[src/rtl/sdcmd_pkg.sv]
package sdcmd_pkg;

    typedef enum logic [3:0] {
        CMD_DESEL = 4'd0,
        CMD_NOP   = 4'd1,
        CMD_MRS   = 4'd2,
        CMD_ACT   = 4'd3,
        CMD_RD    = 4'd4,
        CMD_WR    = 4'd5,
        CMD_PRE   = 4'd6,
        CMD_BST   = 4'd7,
        CMD_AREF  = 4'd8,
        CMD_SREF  = 4'd9
    } cmd_e;

    typedef struct packed {
        logic [1:0] cl;
        logic [2:0] bl;
        logic       il;
        logic       wr_single;
    } mode_t;

    localparam logic [2:0] BL_FULL_PAGE = 3'b111;
    localparam logic [2:0] CL_CODE_2    = 3'b010;
    localparam logic [2:0] CL_CODE_3    = 3'b011;

    localparam mode_t MODE_AT_RESET = '{cl: 2'd3, bl: 3'd0, il: 1'b0, wr_single: 1'b0};

endpackage

[src/rtl/sdcmd_decode.sv]
module sdcmd_decode
    import sdcmd_pkg::*;
(
    input  logic cke_prev,
    input  logic cke,
    input  logic cs_n,
    input  logic ras_n,
    input  logic cas_n,
    input  logic we_n,
    output cmd_e cmd
);

    always_comb begin
        cmd = CMD_NOP;
        if (!cke_prev) begin
            cmd = CMD_NOP;
        end else if (cs_n) begin
            cmd = CMD_DESEL;
        end else begin
            unique case ({ras_n, cas_n, we_n})
                3'b000: cmd = CMD_MRS;
                3'b111: cmd = CMD_NOP;
                3'b011: cmd = CMD_ACT;
                3'b101: cmd = CMD_RD;
                3'b100: cmd = CMD_WR;
                3'b010: cmd = CMD_PRE;
                3'b110: cmd = CMD_BST;
                3'b001: cmd = cke ? CMD_AREF : CMD_SREF;
            endcase
        end
    end

endmodule

[src/rtl/sdcmd_mode_reg.sv]
module sdcmd_mode_reg
    import sdcmd_pkg::*;
(
    input  logic       clk,
    input  logic       rst_n,
    input  logic [6:0] lo_field,
    input  logic       wm_bit,
    input  logic       load,
    output logic       code_ok,
    output mode_t      mode
);

    logic [2:0] cl_code;
    logic [2:0] bl_code;
    logic       il_bit;
    logic       cl_ok;
    logic       bl_ok;

    assign cl_code = lo_field[6:4];
    assign il_bit  = lo_field[3];
    assign bl_code = lo_field[2:0];

    always_comb begin
        cl_ok   = (cl_code == CL_CODE_2) || (cl_code == CL_CODE_3);
        bl_ok   = (bl_code[2] == 1'b0) || ((bl_code == BL_FULL_PAGE) && !il_bit);
        code_ok = cl_ok && bl_ok;
    end

    always_ff @(posedge clk or negedge rst_n) begin
        if (!rst_n) begin
            mode <= MODE_AT_RESET;
        end else if (load) begin
            mode.cl        <= (cl_code == CL_CODE_3) ? 2'd3 : 2'd2;
            mode.bl        <= bl_code;
            mode.il        <= il_bit;
            mode.wr_single <= wm_bit;
        end
    end

    assert_load_legal_R8: assert property (@(posedge clk) disable iff (!rst_n)
        load |-> code_ok)
        else $error("mode loaded from a reserved code");

    assert_mode_legal_R9: assert property (@(posedge clk) disable iff (!rst_n)
        ((mode.cl == 2'd2) || (mode.cl == 2'd3)) && (mode.bl[2] == 1'b0 ||
         (mode.bl == BL_FULL_PAGE && !mode.il)))
        else $error("held mode is a reserved combination");

endmodule

[src/rtl/sdcmd_gap_fsm.sv]
module sdcmd_gap_fsm #(
    parameter int MRD_CYCLES = 2
) (
    input  logic clk,
    input  logic rst_n,
    input  logic mrs_taken,
    output logic busy
);

    localparam bit HAS_GAP = (MRD_CYCLES > 1);
    localparam int CNT_W   = (MRD_CYCLES > 2) ? $clog2(MRD_CYCLES) : 1;
    localparam logic [CNT_W-1:0] CNT_LOAD = CNT_W'(HAS_GAP ? MRD_CYCLES - 1 : 1);
    localparam logic [CNT_W-1:0] CNT_LAST = CNT_W'(1);

    typedef enum logic {
        ST_READY,
        ST_MRD_WAIT
    } gap_state_e;

    gap_state_e       state_q, state_d;
    logic [CNT_W-1:0] cnt_q, cnt_d;

    always_ff @(posedge clk or negedge rst_n) begin
        if (!rst_n) begin
            state_q <= ST_READY;
            cnt_q   <= '0;
        end else begin
            state_q <= state_d;
            cnt_q   <= cnt_d;
        end
    end

    always_comb begin
        state_d = state_q;
        cnt_d   = cnt_q;
        unique case (state_q)
            ST_READY: begin
                if (mrs_taken && HAS_GAP) begin
                    state_d = ST_MRD_WAIT;
                    cnt_d   = CNT_LOAD;
                end
            end
            ST_MRD_WAIT: begin
                cnt_d = cnt_q - CNT_LAST;
                if (cnt_q == CNT_LAST) begin
                    state_d = ST_READY;
                end
            end
        endcase
    end

    always_comb begin
        busy = (state_q == ST_MRD_WAIT);
    end

    assert_wait_count_R10: assert property (@(posedge clk) disable iff (!rst_n)
        (state_q == ST_MRD_WAIT) |-> (cnt_q != '0))
        else $error("gap counter empty while waiting");

    assert_no_mrs_in_gap_R10: assert property (@(posedge clk) disable iff (!rst_n)
        busy |-> !mrs_taken)
        else $error("mode set taken inside the gap");

endmodule

[src/rtl/sdcmd_frontend.sv]
module sdcmd_frontend
    import sdcmd_pkg::*;
#(
    parameter int ROW_W      = 12,
    parameter int COL_W      = 9,
    parameter int BANK_W     = 2,
    parameter int MRD_CYCLES = 2
) (
    input  logic              clk,
    input  logic              rst_n,
    input  logic              cke,
    input  logic              cs_n,
    input  logic              ras_n,
    input  logic              cas_n,
    input  logic              we_n,
    input  logic [BANK_W-1:0] ba,
    input  logic [ROW_W-1:0]  a,
    output logic [3:0]        cmd_o,
    output logic [BANK_W-1:0] bank_o,
    output logic [ROW_W-1:0]  addr_o,
    output logic              auto_pre_o,
    output logic              all_banks_o,
    output logic [1:0]        cas_lat_o,
    output logic [2:0]        burst_len_o,
    output logic              burst_il_o,
    output logic              wr_single_o,
    output logic [2:0]        wr_len_o,
    output logic              err_o
);

    localparam int AP_BIT = 10;
    localparam int WM_BIT = 9;

    logic  cke_prev_q;
    cmd_e  raw_cmd;
    logic  gap_busy;
    logic  code_ok;
    logic  is_idle;
    logic  in_gap_reject;
    logic  bad_mode_reject;
    logic  reject;
    logic  mrs_take;
    mode_t mode;
    cmd_e  cmd_q;

    sdcmd_decode u_decode (
        .cke_prev (cke_prev_q),
        .cke      (cke),
        .cs_n     (cs_n),
        .ras_n    (ras_n),
        .cas_n    (cas_n),
        .we_n     (we_n),
        .cmd      (raw_cmd)
    );

    always_comb begin
        is_idle         = (raw_cmd == CMD_DESEL) || (raw_cmd == CMD_NOP);
        in_gap_reject   = gap_busy && !is_idle;
        bad_mode_reject = (raw_cmd == CMD_MRS) && !code_ok && !gap_busy;
        reject          = in_gap_reject || bad_mode_reject;
        mrs_take        = (raw_cmd == CMD_MRS) && !reject;
    end

    sdcmd_mode_reg u_mode (
        .clk      (clk),
        .rst_n    (rst_n),
        .lo_field (a[6:0]),
        .wm_bit   (a[WM_BIT]),
        .load     (mrs_take),
        .code_ok  (code_ok),
        .mode     (mode)
    );

    sdcmd_gap_fsm #(
        .MRD_CYCLES (MRD_CYCLES)
    ) u_gap (
        .clk       (clk),
        .rst_n     (rst_n),
        .mrs_taken (mrs_take),
        .busy      (gap_busy)
    );

    always_ff @(posedge clk or negedge rst_n) begin
        if (!rst_n) begin
            cke_prev_q  <= 1'b1;
            cmd_q       <= CMD_DESEL;
            bank_o      <= '0;
            addr_o      <= '0;
            auto_pre_o  <= 1'b0;
            all_banks_o <= 1'b0;
            err_o       <= 1'b0;
        end else begin
            cke_prev_q  <= cke;
            err_o       <= err_o | reject;
            bank_o      <= '0;
            addr_o      <= '0;
            auto_pre_o  <= 1'b0;
            all_banks_o <= 1'b0;
            if (reject) begin
                cmd_q <= CMD_NOP;
            end else begin
                cmd_q <= raw_cmd;
                unique case (raw_cmd)
                    CMD_ACT: begin
                        bank_o <= ba;
                        addr_o <= a;
                    end
                    CMD_RD, CMD_WR: begin
                        bank_o     <= ba;
                        addr_o     <= ROW_W'(a[COL_W-1:0]);
                        auto_pre_o <= a[AP_BIT];
                    end
                    CMD_PRE: begin
                        bank_o      <= ba;
                        all_banks_o <= a[AP_BIT];
                    end
                    default: begin
                    end
                endcase
            end
        end
    end

    always_comb begin
        cmd_o       = cmd_q;
        cas_lat_o   = mode.cl;
        burst_len_o = mode.bl;
        burst_il_o  = mode.il;
        wr_single_o = mode.wr_single;
        wr_len_o    = mode.wr_single ? 3'd0 : mode.bl;
    end

    assert_mode_stable_R7: assert property (@(posedge clk) disable iff (!rst_n)
        (cmd_o != CMD_MRS) |-> $stable({cas_lat_o, burst_len_o, burst_il_o, wr_single_o}))
        else $error("mode changed without a mode set");

    assert_err_sticky_R11: assert property (@(posedge clk) disable iff (!rst_n)
        err_o |=> err_o)
        else $error("error flag cleared");

    assert_reject_nop_R8: assert property (@(posedge clk) disable iff (!rst_n)
        $rose(err_o) |-> (cmd_o == CMD_NOP))
        else $error("refused cycle not shown as no-operation");

    assert_ap_only_rw_R4: assert property (@(posedge clk) disable iff (!rst_n)
        auto_pre_o |-> ((cmd_o == CMD_RD) || (cmd_o == CMD_WR)))
        else $error("auto-precharge outside read or write");

    assert_all_only_pre_R5: assert property (@(posedge clk) disable iff (!rst_n)
        all_banks_o |-> (cmd_o == CMD_PRE))
        else $error("all-banks flag outside precharge");

    assert_wr_len_R12: assert property (@(posedge clk) disable iff (!rst_n)
        wr_single_o |-> (wr_len_o == 3'd0))
        else $error("single write with burst write length");

    generate
        if (MRD_CYCLES > 1) begin : g_gap_chk
            assert_gap_idle_R10: assert property (@(posedge clk) disable iff (!rst_n)
                (cmd_o == CMD_MRS) |=> ((cmd_o == CMD_NOP) || (cmd_o == CMD_DESEL)))
                else $error("command issued in mode-set gap");
        end
    endgenerate

endmodule

[config.mk]
export PLATFORM = sky130hd
export DESIGN_NAME = sdcmd_frontend
export DESIGN_NICKNAME = d
export VERILOG_FILES = /design/src/rtl/sdcmd_pkg.sv /design/src/rtl/sdcmd_decode.sv /design/src/rtl/sdcmd_mode_reg.sv /design/src/rtl/sdcmd_gap_fsm.sv /design/src/rtl/sdcmd_frontend.sv
export SDC_FILE = /design/constraint.sdc
export NUM_CORES = 1
export LEC_CHECK = 0
export BUFFER_PORTS_ARGS = -buffer_cell sky130_fd_sc_hd__buf_2
export CORE_MARGIN = 2
export CORE_UTILIZATION = 49
export DETAILED_ROUTE_END_ITERATION = 10
export PLACE_DENSITY = 0.85
export SYNTH_ARGS = -nofsm -noshare
export SYNTH_HDL_FRONTEND = slang
export SYNTH_SLANG_ARGS = --single-unit
[constraint.sdc]
create_clock -name clk -period 4.18 [get_ports clk]
set_clock_uncertainty 0.1 [all_clocks]
set_input_delay 1.254 -clock clk [delete_from_list [all_inputs] [get_ports clk]]
set_output_delay 1.254 -clock clk [all_outputs]
set_load 0.1 [all_outputs]
==> results.sh <==
export IMPL_postRouteAntennaNets=0
export IMPL_drtIter0Drc=33
export IMPL_synth_area_leaders="dfrtp_1, and2_1, mux2_2"
export IMPL_powerDensity_nw_per_um2=435
export IMPL_fin_area_um2=1530
export IMPL_swShare_pct=36.7
export IMPL_endpoint="u_mode.mode[3]"
export IMPL_clock_latency_ps=330
export IMPL_die_y_um=53.8
export IMPL_synth_cell_types=31
export IMPL_tightestPinTransition_ps=613
export IMPL_wl_per_cell_um=12.6
export IMPL_synth_mux_area_share_pct=5.55
export IMPL_start_util_pct=50.5
export IMPL_synth_ff_type="dfrtp_1"
export IMPL_crit_type="primary input to register"
export IMPL_synth_seq_area_share_pct=61.9
export IMPL_slew_limit_headroom_pct=59.1
export IMPL_slowest_stage="a2111oi_4"
export IMPL_post_cts_resized=0
export IMPL_synthesis_nets=117
export IMPL_critPathRequiredTime_ps=4300
export IMPL_numClockSinks=30
export IMPL_maxCapViolCount=0
export IMPL_pin_count=52
export IMPL_yosysWarnings=0
export IMPL_end_kind="register"
export IMPL_cp_max_fo=10
export IMPL_h_tree_depth=2
export IMPL_synth_adder_area_share_pct=0
export IMPL_yosys_area_top_type="dfrtp_1"
export IMPL_route_detailed_drc=0
export IMPL_max_freq_ghz=0.355
export IMPL_cts_root_buf="clkbuf_4"
export IMPL_antenna_found_initial=0
export IMPL_cts_tree="yes"
export IMPL_dp_hpwl_um=1710
export IMPL_seqPwrFrac_pct=47.5
export IMPL_grt_pass1_vias=747
export IMPL_combPwrFrac_pct=26.4
export IMPL_r2r_start="cke_prev_q"
export IMPL_antenna_cells=0
export IMPL_hp_class="register to register"
export IMPL_worstReg2RegEnd="u_mode.mode[3]"
export IMPL_arrival_ps=2940
export IMPL_synth_compound_area_share_pct=8.74
export IMPL_placedInstanceArea_um2=1470
export IMPL_period_minus_slack_ps=2820
export IMPL_die_area_um2=2900
export IMPL_cts_hold_buf=0
export IMPL_port_buffers=50
export IMPL_syn_area_um2=1220
export IMPL_wirelength_um=2250
export IMPL_cts_path_max_buffers=2
export IMPL_synthArstFlopShare_pct=100
export IMPL_wl_met3_um=137
export IMPL_routabilityCongestion=0.767
export IMPL_met1_length_um=920
export IMPL_final_nets=169
export IMPL_yosys_area_share_simple_pct=19.6
export IMPL_rsz0062_at_grt="no"
export IMPL_die_w_um=53.8
export IMPL_pwr_share_clk_pct=26.1
export IMPL_start_kind="primary input"
export IMPL_switchingPower_w=0.000245
export IMPL_area_growth_synth_to_final_pct=26.0
export IMPL_drive_gt1_share_pct=46.3
export IMPL_maxSlewViolCount=0
export IMPL_route_vias_total=881
export IMPL_setup_viol=0
export IMPL_p_total_w=0.000667
export IMPL_grt_overflow=0
export IMPL_cp_slowest_stage_delay_ps=580
export IMPL_synth_edf_count=0
export IMPL_core_um2=2410
export IMPL_status="finished, final reports clean"
export IMPL_r2r_cells=3
export IMPL_synth_xor_area_share_pct=0.719
export IMPL_first_pass_iters=4
export IMPL_irDropWorstVdd_mv=0.340
export IMPL_avgSynthCellArea_um2=12.7
export IMPL_vias_per_cell=4.92
export IMPL_ys_ff_latch=30
export IMPL_fin_tns_setup_ps=0
export IMPL_wl_met2_um=1120
export IMPL_p_leak_nw=0.829
export IMPL_syn_inst=96
export IMPL_grt_pass1_wl_um=3220
export IMPL_grt_max_degree=31
export IMPL_startpoint="we_n"
export IMPL_highest_layer="met4"
export IMPL_fin_crit_sh_pct=67.4
export IMPL_r2r_setup_slack_ps=1920
export IMPL_clkTransAtPathRegs_ps=90
export IMPL_grt_usage_pct=16.7
export IMPL_cts_buffers=5
export IMPL_worstPathCellList="buf_2, or4b_4, a2111oi_4, mux2_2"
export IMPL_p_int_w=0.000422
export IMPL_synth_top_family_by_area="simple AND/OR/NAND/NOR gates"
export IMPL_synth_top_cell_area_share_pct=57.6
export IMPL_finalHoldViolCount=0
export IMPL_std_cell_rows=18
export IMPL_postCtsSetupBuffers=0
export IMPL_whs_ps=388
routing by layer:
layer / GRT usage (%) / vias up
met5: 0 / -
met4: 18.4 / 0
met3: 4.44 / 8
met2: 23.4 / 33
met1: 19.5 / 412
li1: - / 428
cells by family (layout without fill, tap and decap cells):
logic type             count (synthesis)  in the layout
AO/OA/AOI/OAI                         13             13
XOR/XNOR                               1              1
buffers and inverters                  7             60
flip-flops                            30             30
multiplexers                           6              6
other                                  1              1
AND/OR/NAND/NOR                       38             38
synthesized netlist by cell type, types with 2 or more instances:
library cell,n
dfrtp_1,28
and2_1,14
mux2_2,6
a21oi_1,5
nand2b_1,5
nor2b_1,4
nor3_1,4
clkbuf_1,2
dfstp_2,2
inv_1,2
nand3_1,2
nand3b_1,2
nor2_1,2
power by group through the flow:
stage	clock network [W]	registers, W	logic (W)
after global placement	0	0.000321	0.000175
after detailed placement	0	0.000323	0.000176
final	0.000174	0.000317	0.000176
after floorplan	0	0.000407	0.0000560
after CTS	0.000182	0.000317	0.000177
after global routing	0.000193	0.000319	0.000185
final cells by class:
cell class | count | area, um^2
Timing Repair Buffer | 50 | 250
Fill cell | 194 | 876
Tap cell | 30 | 37.5
Clock inverter | 1 | 5.00
Multi-Input combinational cell | 59 | 425
Clock buffer | 7 | 55.1
Inverter | 2 | 7.51
Sequential cell | 30 | 753
sequential cells by signal (all words and copies together) (netlist names):
signal / flops
addr_o: 12
u_mode.mode: 6
cmd_o: 4
bank_o: 2
all_banks_o: 1
auto_pre_o: 1
cke_prev_q: 1
err_o: 1
u_gap.busy: 1
u_gap.cnt_q: 1
worst max-delay path: cells and delay by family:
| family | cells | cell delay, ps |
|---|---|---|
| and+or+nand+nor | 1 | 560 |
| muxes | 1 | 400 |
| buffers and inverters | 1 | 150 |
| AOI/OAI and AO/OA | 1 | 580 |
layout by cell type (no fill, tap or decap), drive strengths merged, types with 2 or more instances in the layout:
cell type	netlist	layout
dfstp	2	2
and2	14	14
nand2b	5	5
nor2	2	2
nor3	4	4
a21oi	5	5
buf	3	50
dfrtp	28	28
clkbuf	2	7
inv	2	2
mux2	6	6
nand3b	2	2
nor2b	4	4
nand3	2	2
metrics by stage:
stage | worst slack [ps] | utilization (%) | cells
3_5_place_dp | 1010 | 61.2 | 171
4_1_cts | 1380 | 63.7 | 179
6_report | 1360 | 63.7 | 179
2_1_floorplan | 467 | - | 96
3_3_place_gp | 1050 | 61.2 | 171
5_1_grt | 1280 | 63.7 | 179
worst min-delay path by stage:
stage                           start         end  slack (ps)  depth (start not counted)
after floorplan           u_gap.cnt_q  u_gap.busy         340                          1
after global placement    u_gap.cnt_q  u_gap.busy         350                          1
after detailed placement        err_o       err_o         380                          2
after CTS                 u_gap.cnt_q  u_gap.busy         380                          1
after global routing      u_gap.cnt_q  u_gap.busy         410                          1
final                     u_gap.cnt_q  u_gap.busy         390                          1
(Power assumes the default switching activity.)
